--- config.mk ---
export PLATFORM = sky130hd
export DESIGN_NAME = prog_logic_array
export DESIGN_NICKNAME = d
export VERILOG_FILES = /design/src/rtl/pla_pkg.sv /design/src/rtl/pla_cfg_store.sv /design/src/rtl/pla_and_plane.sv /design/src/rtl/pla_or_plane.sv /design/src/rtl/prog_logic_array.sv
export SDC_FILE = /design/constraint.sdc
export NUM_CORES = 2
export LEC_CHECK = 0
export BUFFER_PORTS_ARGS = -buffer_cell sky130_fd_sc_hd__buf_4
export CELL_PAD_IN_SITES_DETAIL_PLACEMENT = 1
export CELL_PAD_IN_SITES_GLOBAL_PLACEMENT = 1
export CORE_AREA = 8 8 569 515
export CTS_CLUSTER_SIZE = 8
export DETAILED_ROUTE_END_ITERATION = 8
export DIE_AREA = 0 0 577 523
export MAX_ROUTING_LAYER = met4
export PLACE_DENSITY_LB_ADDON = 0.1
export RECOVER_POWER = 50
export SKIP_CTS_REPAIR_TIMING = 1
export SLEW_MARGIN = 20
export SYNTH_ARGS = -nofsm -noshare
export SYNTH_HDL_FRONTEND = slang
export SYNTH_SLANG_ARGS = --single-unit
--- constraint.sdc ---
create_clock -name clk_i -period 4.8 [get_ports clk_i]
set_input_delay 0.48 -clock clk_i [delete_from_list [all_inputs] [get_ports clk_i]]
set_output_delay 0.48 -clock clk_i [all_outputs]
set_load 0.1 [all_outputs]
--- src/rtl/pla_pkg.sv ---
package pla_pkg;
  localparam logic [1:0] LIT_SKIP = 2'b00;
  localparam logic [1:0] LIT_TRUE = 2'b01;
  localparam logic [1:0] LIT_INV  = 2'b10;
  localparam logic [1:0] LIT_KILL = 2'b11;

  function automatic logic lit_eval(input logic [1:0] code, input logic x);
    case (code)
      LIT_TRUE: lit_eval = x;
      LIT_INV:  lit_eval = ~x;
      LIT_SKIP: lit_eval = 1'b1;
      default:  lit_eval = 1'b0;
    endcase
  endfunction
endpackage

--- src/rtl/pla_cfg_store.sv ---
module pla_cfg_store #(
  parameter int N_IN   = 16,
  parameter int N_TERM = 48,
  parameter int N_OUT  = 8,
  localparam int IDX_W = $clog2(N_TERM + 1),
  localparam int CFG_W = 2 * N_IN + N_OUT
) (
  input  logic                               clk_i,
  input  logic                               rst_ni,
  input  logic                               we_i,
  input  logic [IDX_W-1:0]                   idx_i,
  input  logic [CFG_W-1:0]                   data_i,
  output logic [N_TERM-1:0][2*N_IN-1:0]      and_cfg_o,
  output logic [N_TERM-1:0][N_OUT-1:0]       or_cfg_o,
  output logic [N_OUT-1:0]                   inv_o
);
  localparam logic [IDX_W-1:0] INV_IDX = IDX_W'(N_TERM);

  logic [N_TERM-1:0][CFG_W-1:0] term_q;
  logic [N_OUT-1:0]             inv_q;

  for (genvar k = 0; k < N_TERM; k++) begin : g_term
    always_ff @(posedge clk_i or negedge rst_ni) begin
      if (!rst_ni)                               term_q[k] <= '0;
      else if (we_i && idx_i == IDX_W'(k))       term_q[k] <= data_i;
    end
    assign and_cfg_o[k] = term_q[k][2*N_IN-1:0];
    assign or_cfg_o[k]  = term_q[k][2*N_IN +: N_OUT];

    // an accepted write lands in its own term word
    assert_write_lands_R7: assert property (@(posedge clk_i) disable iff (!rst_ni)
      (we_i && idx_i == IDX_W'(k)) |=> term_q[k] == $past(data_i));
  end

  always_ff @(posedge clk_i or negedge rst_ni) begin
    if (!rst_ni)                        inv_q <= '0;
    else if (we_i && idx_i == INV_IDX)  inv_q <= data_i[N_OUT-1:0];
  end
  assign inv_o = inv_q;

  assert_idle_hold_R7: assert property (@(posedge clk_i) disable iff (!rst_ni)
    !we_i |=> ($stable(term_q) && $stable(inv_q)));

  assert_bad_index_R8: assert property (@(posedge clk_i) disable iff (!rst_ni)
    (we_i && idx_i > INV_IDX) |=> ($stable(term_q) && $stable(inv_q)));
endmodule

--- src/rtl/pla_and_plane.sv ---
module pla_and_plane
  import pla_pkg::*;
#(
  parameter int N_IN   = 16,
  parameter int N_TERM = 48
) (
  input  logic                          clk_i,
  input  logic                          rst_ni,
  input  logic [N_IN-1:0]               data_i,
  input  logic [N_TERM-1:0][2*N_IN-1:0] and_cfg_i,
  output logic [N_TERM-1:0]             term_o
);
  for (genvar k = 0; k < N_TERM; k++) begin : g_term
    logic [N_IN-1:0] lit;
    logic            killed;
    logic            all_skip;
    for (genvar j = 0; j < N_IN; j++) begin : g_in
      assign lit[j] = lit_eval(and_cfg_i[k][2*j +: 2], data_i[j]);
    end
    assign term_o[k] = &lit;

    // Observers for the checks, derived from the codes only
    always_comb begin
      killed   = 1'b0;
      all_skip = 1'b1;
      for (int j = 0; j < N_IN; j++) begin
        if (and_cfg_i[k][2*j +: 2] == LIT_KILL) killed = 1'b1;
        if (and_cfg_i[k][2*j +: 2] != LIT_SKIP) all_skip = 1'b0;
      end
    end

    assert_kill_code_R3: assert property (@(posedge clk_i) disable iff (!rst_ni)
      killed |-> !term_o[k]);
    assert_empty_term_R4: assert property (@(posedge clk_i) disable iff (!rst_ni)
      all_skip |-> term_o[k]);
  end
endmodule

--- src/rtl/pla_or_plane.sv ---
module pla_or_plane #(
  parameter int N_TERM = 48,
  parameter int N_OUT  = 8
) (
  input  logic                         clk_i,
  input  logic                         rst_ni,
  input  logic [N_TERM-1:0]            term_i,
  input  logic [N_TERM-1:0][N_OUT-1:0] or_cfg_i,
  input  logic [N_OUT-1:0]             inv_i,
  output logic [N_OUT-1:0]             data_o
);
  for (genvar m = 0; m < N_OUT; m++) begin : g_out
    logic [N_TERM-1:0] col;
    for (genvar k = 0; k < N_TERM; k++) begin : g_col
      assign col[k] = or_cfg_i[k][m];
    end
    assign data_o[m] = (|(col & term_i)) ^ inv_i[m];

    assert_empty_row_R5: assert property (@(posedge clk_i) disable iff (!rst_ni)
      (col == '0) |-> data_o[m] == inv_i[m]);
    assert_polarity_R6: assert property (@(posedge clk_i) disable iff (!rst_ni)
      ((col & term_i) != '0) |-> data_o[m] == !inv_i[m]);
  end
endmodule

--- src/rtl/prog_logic_array.sv ---
module prog_logic_array #(
  parameter int N_IN   = 16,
  parameter int N_TERM = 48,
  parameter int N_OUT  = 8,
  localparam int IDX_W = $clog2(N_TERM + 1),
  localparam int CFG_W = 2 * N_IN + N_OUT
) (
  input  logic             clk_i,
  input  logic             rst_ni,
  input  logic             cfg_we_i,
  input  logic [IDX_W-1:0] cfg_idx_i,
  input  logic [CFG_W-1:0] cfg_data_i,
  input  logic [N_IN-1:0]  data_i,
  output logic [N_OUT-1:0] data_o
);
  logic [N_TERM-1:0][2*N_IN-1:0] and_cfg;
  logic [N_TERM-1:0][N_OUT-1:0]  or_cfg;
  logic [N_OUT-1:0]              inv;
  logic [N_TERM-1:0]             term;

  pla_cfg_store #(.N_IN(N_IN), .N_TERM(N_TERM), .N_OUT(N_OUT)) cfg_i (
    .clk_i, .rst_ni,
    .we_i     (cfg_we_i),
    .idx_i    (cfg_idx_i),
    .data_i   (cfg_data_i),
    .and_cfg_o(and_cfg),
    .or_cfg_o (or_cfg),
    .inv_o    (inv)
  );

  pla_and_plane #(.N_IN(N_IN), .N_TERM(N_TERM)) and_i (
    .clk_i, .rst_ni,
    .data_i   (data_i),
    .and_cfg_i(and_cfg),
    .term_o   (term)
  );

  pla_or_plane #(.N_TERM(N_TERM), .N_OUT(N_OUT)) or_i (
    .clk_i, .rst_ni,
    .term_i  (term),
    .or_cfg_i(or_cfg),
    .inv_i   (inv),
    .data_o  (data_o)
  );

  // a cleared array drives all outputs low
  assert_cleared_R1: assert property (@(posedge clk_i) disable iff (!rst_ni)
    (or_cfg == '0 && inv == '0) |-> data_o == '0);
endmodule

# After elaboration in Yosys (flattened, before gate mapping)

Cells that the tools add are included.

Flip-flop bits (word level): 1928
Input port bits: 65
Output and inout port bits: 8
Logic and storage cells: 3307

Equality and inequality tests: 1584
Muxes and demuxes: 768
Bitwise operators: 32
Reductions and logical operators: 874

Operator list:

| operator                                             | number |
|---|---|
| case mux 1 bit (3 select lines)                      | 768 |
| equality test 2 x 1 -> 1 bit (second input constant) | 768 |
| equality test 2 bit (second input constant)          | 768 |
| logical NOT 2 bit                                    | 768 |
| AND reduction 16 bit                                 | 48 |
| AND 48 bit                                           | 8 |
| OR reduction 48 bit                                  | 8 |
| equality test 6 bit (second input constant)          | 17 |
| equality test 6 x 5 -> 1 bit (second input constant) | 16 |
| logical AND 1 bit                                    | 49 |
| equality test 6 x 4 -> 1 bit (second input constant) | 8 |
| equality test 6 x 3 -> 1 bit (second input constant) | 4 |
| inverter 1 bit                                       | 16 |
| equality test 6 x 2 -> 1 bit (second input constant) | 2 |
| XOR 1 bit                                            | 8 |
| equality test 6 x 1 -> 1 bit (second input constant) | 1 |
| logical NOT 6 bit                                    | 1 |

# Depth between registers and ports, before layout

Word-level depth: 6
Mapped depth: 11
Gate-level depth less buffers: 8

# By module

A second synthesis with hierarchy kept.

Cells, all modules: 5713
Area, all modules: 84385.9 um2

By module, submodules not included:

| module        | times used | cells each | area each (um2) | sequential area each (um2) |
|---|---|---|---|---|
| pla_cfg_store | 1          | 4327       | 72126.7         | 48246.3 |
| pla_and_plane | 1          | 1104       | 9980.8          | 0.0 |
| pla_or_plane  | 1          | 282        | 2278.4          | 0.0 |

# Worst setup path before layout

No wires, ideal clock.

Kind: input to output
Start: in data_i[1]
End: out data_o[3]
Arrival: 3.636 ns
Data required time: 4.320 ns
Slack: 0.684 ns
Stages on the path: 11
Path buffers: 3
Cells stage by stage: buf_2 buf_6 buf_6 mux2i_1 nand4_1 nor4_4 a22o_1 a221oi_1 nand4_1 nor4_2 xnor2_1

Cells in the longest elaborated chain, start to end: 6
Elaborated cells on any way between the ends: 100
Classes of those cells: mux (48); bitwise (3); reduce/logical (49)

Ends and longest elaborated chain:

| element                         | line                   | source |
|---|---|---|
| start: declaration              | prog_logic_array.sv:13 | `input logic [N_IN-1:0] data_i,` |
| inverter 1 bit                  | pla_pkg.sv:10          | `LIT_INV: lit_eval = ~x;` |
| case mux 1 bit (3 select lines) | pla_pkg.sv:8           | `case (code)` |
| AND reduction 16 bit            | pla_and_plane.sv:20    | `assign term_o[k] = &lit;` |
| AND 48 bit (*)                  | pla_or_plane.sv:17     | `assign data_o[m] = (\|(col & term_i)) ^ inv_i[m];` |
| OR reduction 48 bit (*)         | pla_or_plane.sv:17     |  |
| XOR 1 bit (*)                   | pla_or_plane.sv:17     |  |
| end: declaration                | prog_logic_array.sv:14 | `output logic [N_OUT-1:0] data_o` |

Mark *: on every way between the ends. The rest lies on a longest branch, timed or not.

# Final worst setup path

Start: reg cfg_i.term_q, in the netlist cfg_i.and_cfg_o[1190]
End: out data_o[1]

Cells in the longest elaborated chain, start to end: 6
Elaborated cells on any way between the ends: 8
Classes of those cells: eq/ne (2); mux (1); bitwise (2); reduce/logical (3)

Ends and longest elaborated chain:

| element                                           | line                | source |
|---|---|---|
| start: declaration                                | pla_cfg_store.sv:19 | `logic [N_TERM-1:0][CFG_W-1:0] term_q;` |
| start signal: indexed assignment                  | pla_cfg_store.sv:25 | `else if (we_i && idx_i == IDX_W'(k)) term_q[k] <= data_i;` |
| equality test 2 bit, or another cell as far along | pla_pkg.sv:8        |  |
| case mux 1 bit (3 select lines) (*)               | pla_pkg.sv:8        |  |
| AND reduction 16 bit (*)                          | pla_and_plane.sv:20 |  |
| AND 48 bit (*)                                    | pla_or_plane.sv:17  |  |
| OR reduction 48 bit (*)                           | pla_or_plane.sv:17  |  |
| XOR 1 bit (*)                                     | pla_or_plane.sv:17  |  |

Marked as above.

==> results.cfg <==
[outcome]
outcome = finished, violations left
violations = capacitance limit, slew limit

[grt]
grt_pass1_wl_um = 445000
grt_max_degree = 152
use_met2 = 0.333
grtUsageMet3 = 0.0263
grt_util_all_layers = 0.211
use_met1 = 0.293
grt_pass1_vias = 54900
busiest_layer = met2
grt_overflow = 0
grt_antenna_before_repair = 45

[pwr]
powerDensity_nw_per_um2 = 460
ir_drop_mv = 0.458
total_power_uw = 45100
leakage_uw = 0.0470

[clock_tree]
numCtsBuffers = 283
clock_path_buffers = 4
clk_pin_slew_worst_paths_ps = 50
cts_sinks = 1928
cts_root_buf = clkbuf_16
clock_latency_ps = 840
cts_tree = yes
cts-htree-levels = 5

[critical_path]
r2r_cells = 1
cp.arrival_ps = 4250
worstSetupEndpointType = primary output
crit_type = reg2out
rr_endpoint = cfg_i.or_cfg_o[165]
rrSetupSlack_ps = 3910
critPathLaunchType = flop
rr_startpoint = cfg_i.or_cfg_o[165]
worst_ep_required_time_ps = 4320
crit_start = cfg_i.and_cfg_o[1190]
crit_fanout = 7

[hold_path]
whs_path_depth = 4
hold_path.class = in2reg
min_to = cfg_i.or_cfg_o[135]
min_from = cfg_idx_i[2]

[sta]
rsz0062_at_grt = yes
drv_slew = 1107
setup_viol = 0
tightest_slew_ps = 3570
hold_viol = 0
relSlewSlack = -1.38
achievable-frequency_mhz = 211
fin_skew_ps = 0
period_share = 0.985
setup_slack_ps = 69.9
period_needed_ps = 4730

[synth]
yosysMostFrequentCell = dfrtp_1
synth_warnings = 0
synthesis.nets = 5740
async_flop_share = 1.00
synth-main-ff-cell = dfrtp_1
synthCells = 5675
synth_top_cell_by_area = dfrtp_1
synthTopCellsByCount = dfrtp_1, mux2_2, mux2i_1
synth.top_cell.area_share = 0.571
yosys.cell_types.count = 29
synth_area_per_cell_sq_um = 14.9
synth_seq_cells = 1928
synth.area.top_cells = dfrtp_1, mux2_2, mux2i_1
synth-edff-count = 0
ys_seq_area_frac = 0.571
synthesis.area_sq_um = 84400

[floorplan]
core_area_sq_um = 283000
die_x_um = 577
start_util = 0.298
rows = 186
pin_count = 73
die_h_um = 523
die_area_sq_um = 302000

[routing]
drt_iter0_drc = 3102
via_per_inst = 5.21
firstDrtPassIters = 5
drc = 0
wl_per_cell_um = 32.2
drt-total-wl_um = 311000
vias = 50400
antenna_left = 0

[place]
routabilityCongestion = 0.846
dp_hpwl_um = 196000
place_ws_ps = -61.4
port_buffers = 72

[final_layout]
syn_to_final_growth_pct = 16.1
final_nets = 5916
nFillCells = 28800
layout-drive-gt1-share = 0.452

[flow_run]
drv_cap = 30
## stage by stage
stage / hold WS [ps] / instance area (sq um) / std cells / utilization / TNS, ps
6_report: 211 / 98100 / 9663 / 0.346 / 0
3_5_place_dp: 474 / 90700 / 9321 / 0.320 / -61.4
2_1_floorplan: 184 / 84400 / 5675 / - / 0
3_3_place_gp: 468 / 90700 / 9320 / 0.320 / -61.9
4_1_cts: -453 / 98200 / 9631 / 0.346 / -216
5_1_grt: 199 / 98000 / 9642 / 0.346 / -12.6
## flip-flops by register name, indices dropped and copies added (netlist names)
signal,count
cfg_i.inv_o,8
cfg_i.or_cfg_o,384
cfg_i.and_cfg_o,1536
## layout make-up
class                           count  area (sq um)  area share
Clock buffer                      296          7300      0.0744
Timing Repair Buffer              384          3510      0.0357
Antenna cell                       27          67.6    0.000689
Clock inverter                     14           200     0.00204
Sequential cell                  1928         48200       0.492
Multi-Input combinational cell   3254         34000       0.347
Tap cell                         3760          4700      0.0480
## worst max path at each step
stage | end | slack, ps
floorplan | data_o[3] | 680
global placement | data_o[1] | -60
CTS | data_o[1] | -220
finish | data_o[1] | 70
global route | data_o[1] | -10
detailed placement | data_o[1] | -60
## logic make-up (layout without fill, tap and decap cells)
kind of cell,count (synthesis),in the layout,share of synthesized area
muxes,2696,2696,0.348
DFF,1928,1928,0.571
buffers and inverters,493,694,0.0282
and+or+nand+nor,358,358,0.0324
AOI/OAI and AO/OA,192,192,0.0191
xor gates and xnor gates,8,8,0.000830
other,0,27,0
## power breakdown
part	leakage [uW]	internal, uW	switching, uW	total, uW
combinational	0.0177	3110	4530	7640
sequential	0.0256	18400	1100	19500
clock	0.00368	10700	7250	17900
total	0.0470	32200	12900	45100
## critical path, stage by stage (launching register included)
cell and delay [ps]:
dfrtp_1 350, mux2i_1 80, nand4_1 290, nor4_4 130, buf_4 230, a22o_1 240, a221oi_1 550, nand4_1 340
nor4_4 550, xnor2_1 220, buf_4 150, buf_4 280
## metal layers
layer  wire length [um]  share of wire
met1             147000           0.47
met2             146000           0.47
met3              11000          0.035
met4               7000          0.023
met5                  0              0
## placed cells by master (no fill, tap or decap), types with 22 or more instances in the layout
master     netlist  layout
dfrtp_1       1928    1928
mux2_2        1915    1913
mux2i_1        768     768
clkbuf_16        0     290
buf_4           32     265
nand4_1        219     219
a22o_1          70      70
a221oi_1        70      68
buf_12           0      59
a22oi_1         52      52
nor4_4          33      43
clkbuf_1       363      42
diode_2          0      27
nand2_2          0      22
No activity file was read; power rests on OpenSTA's default activity.
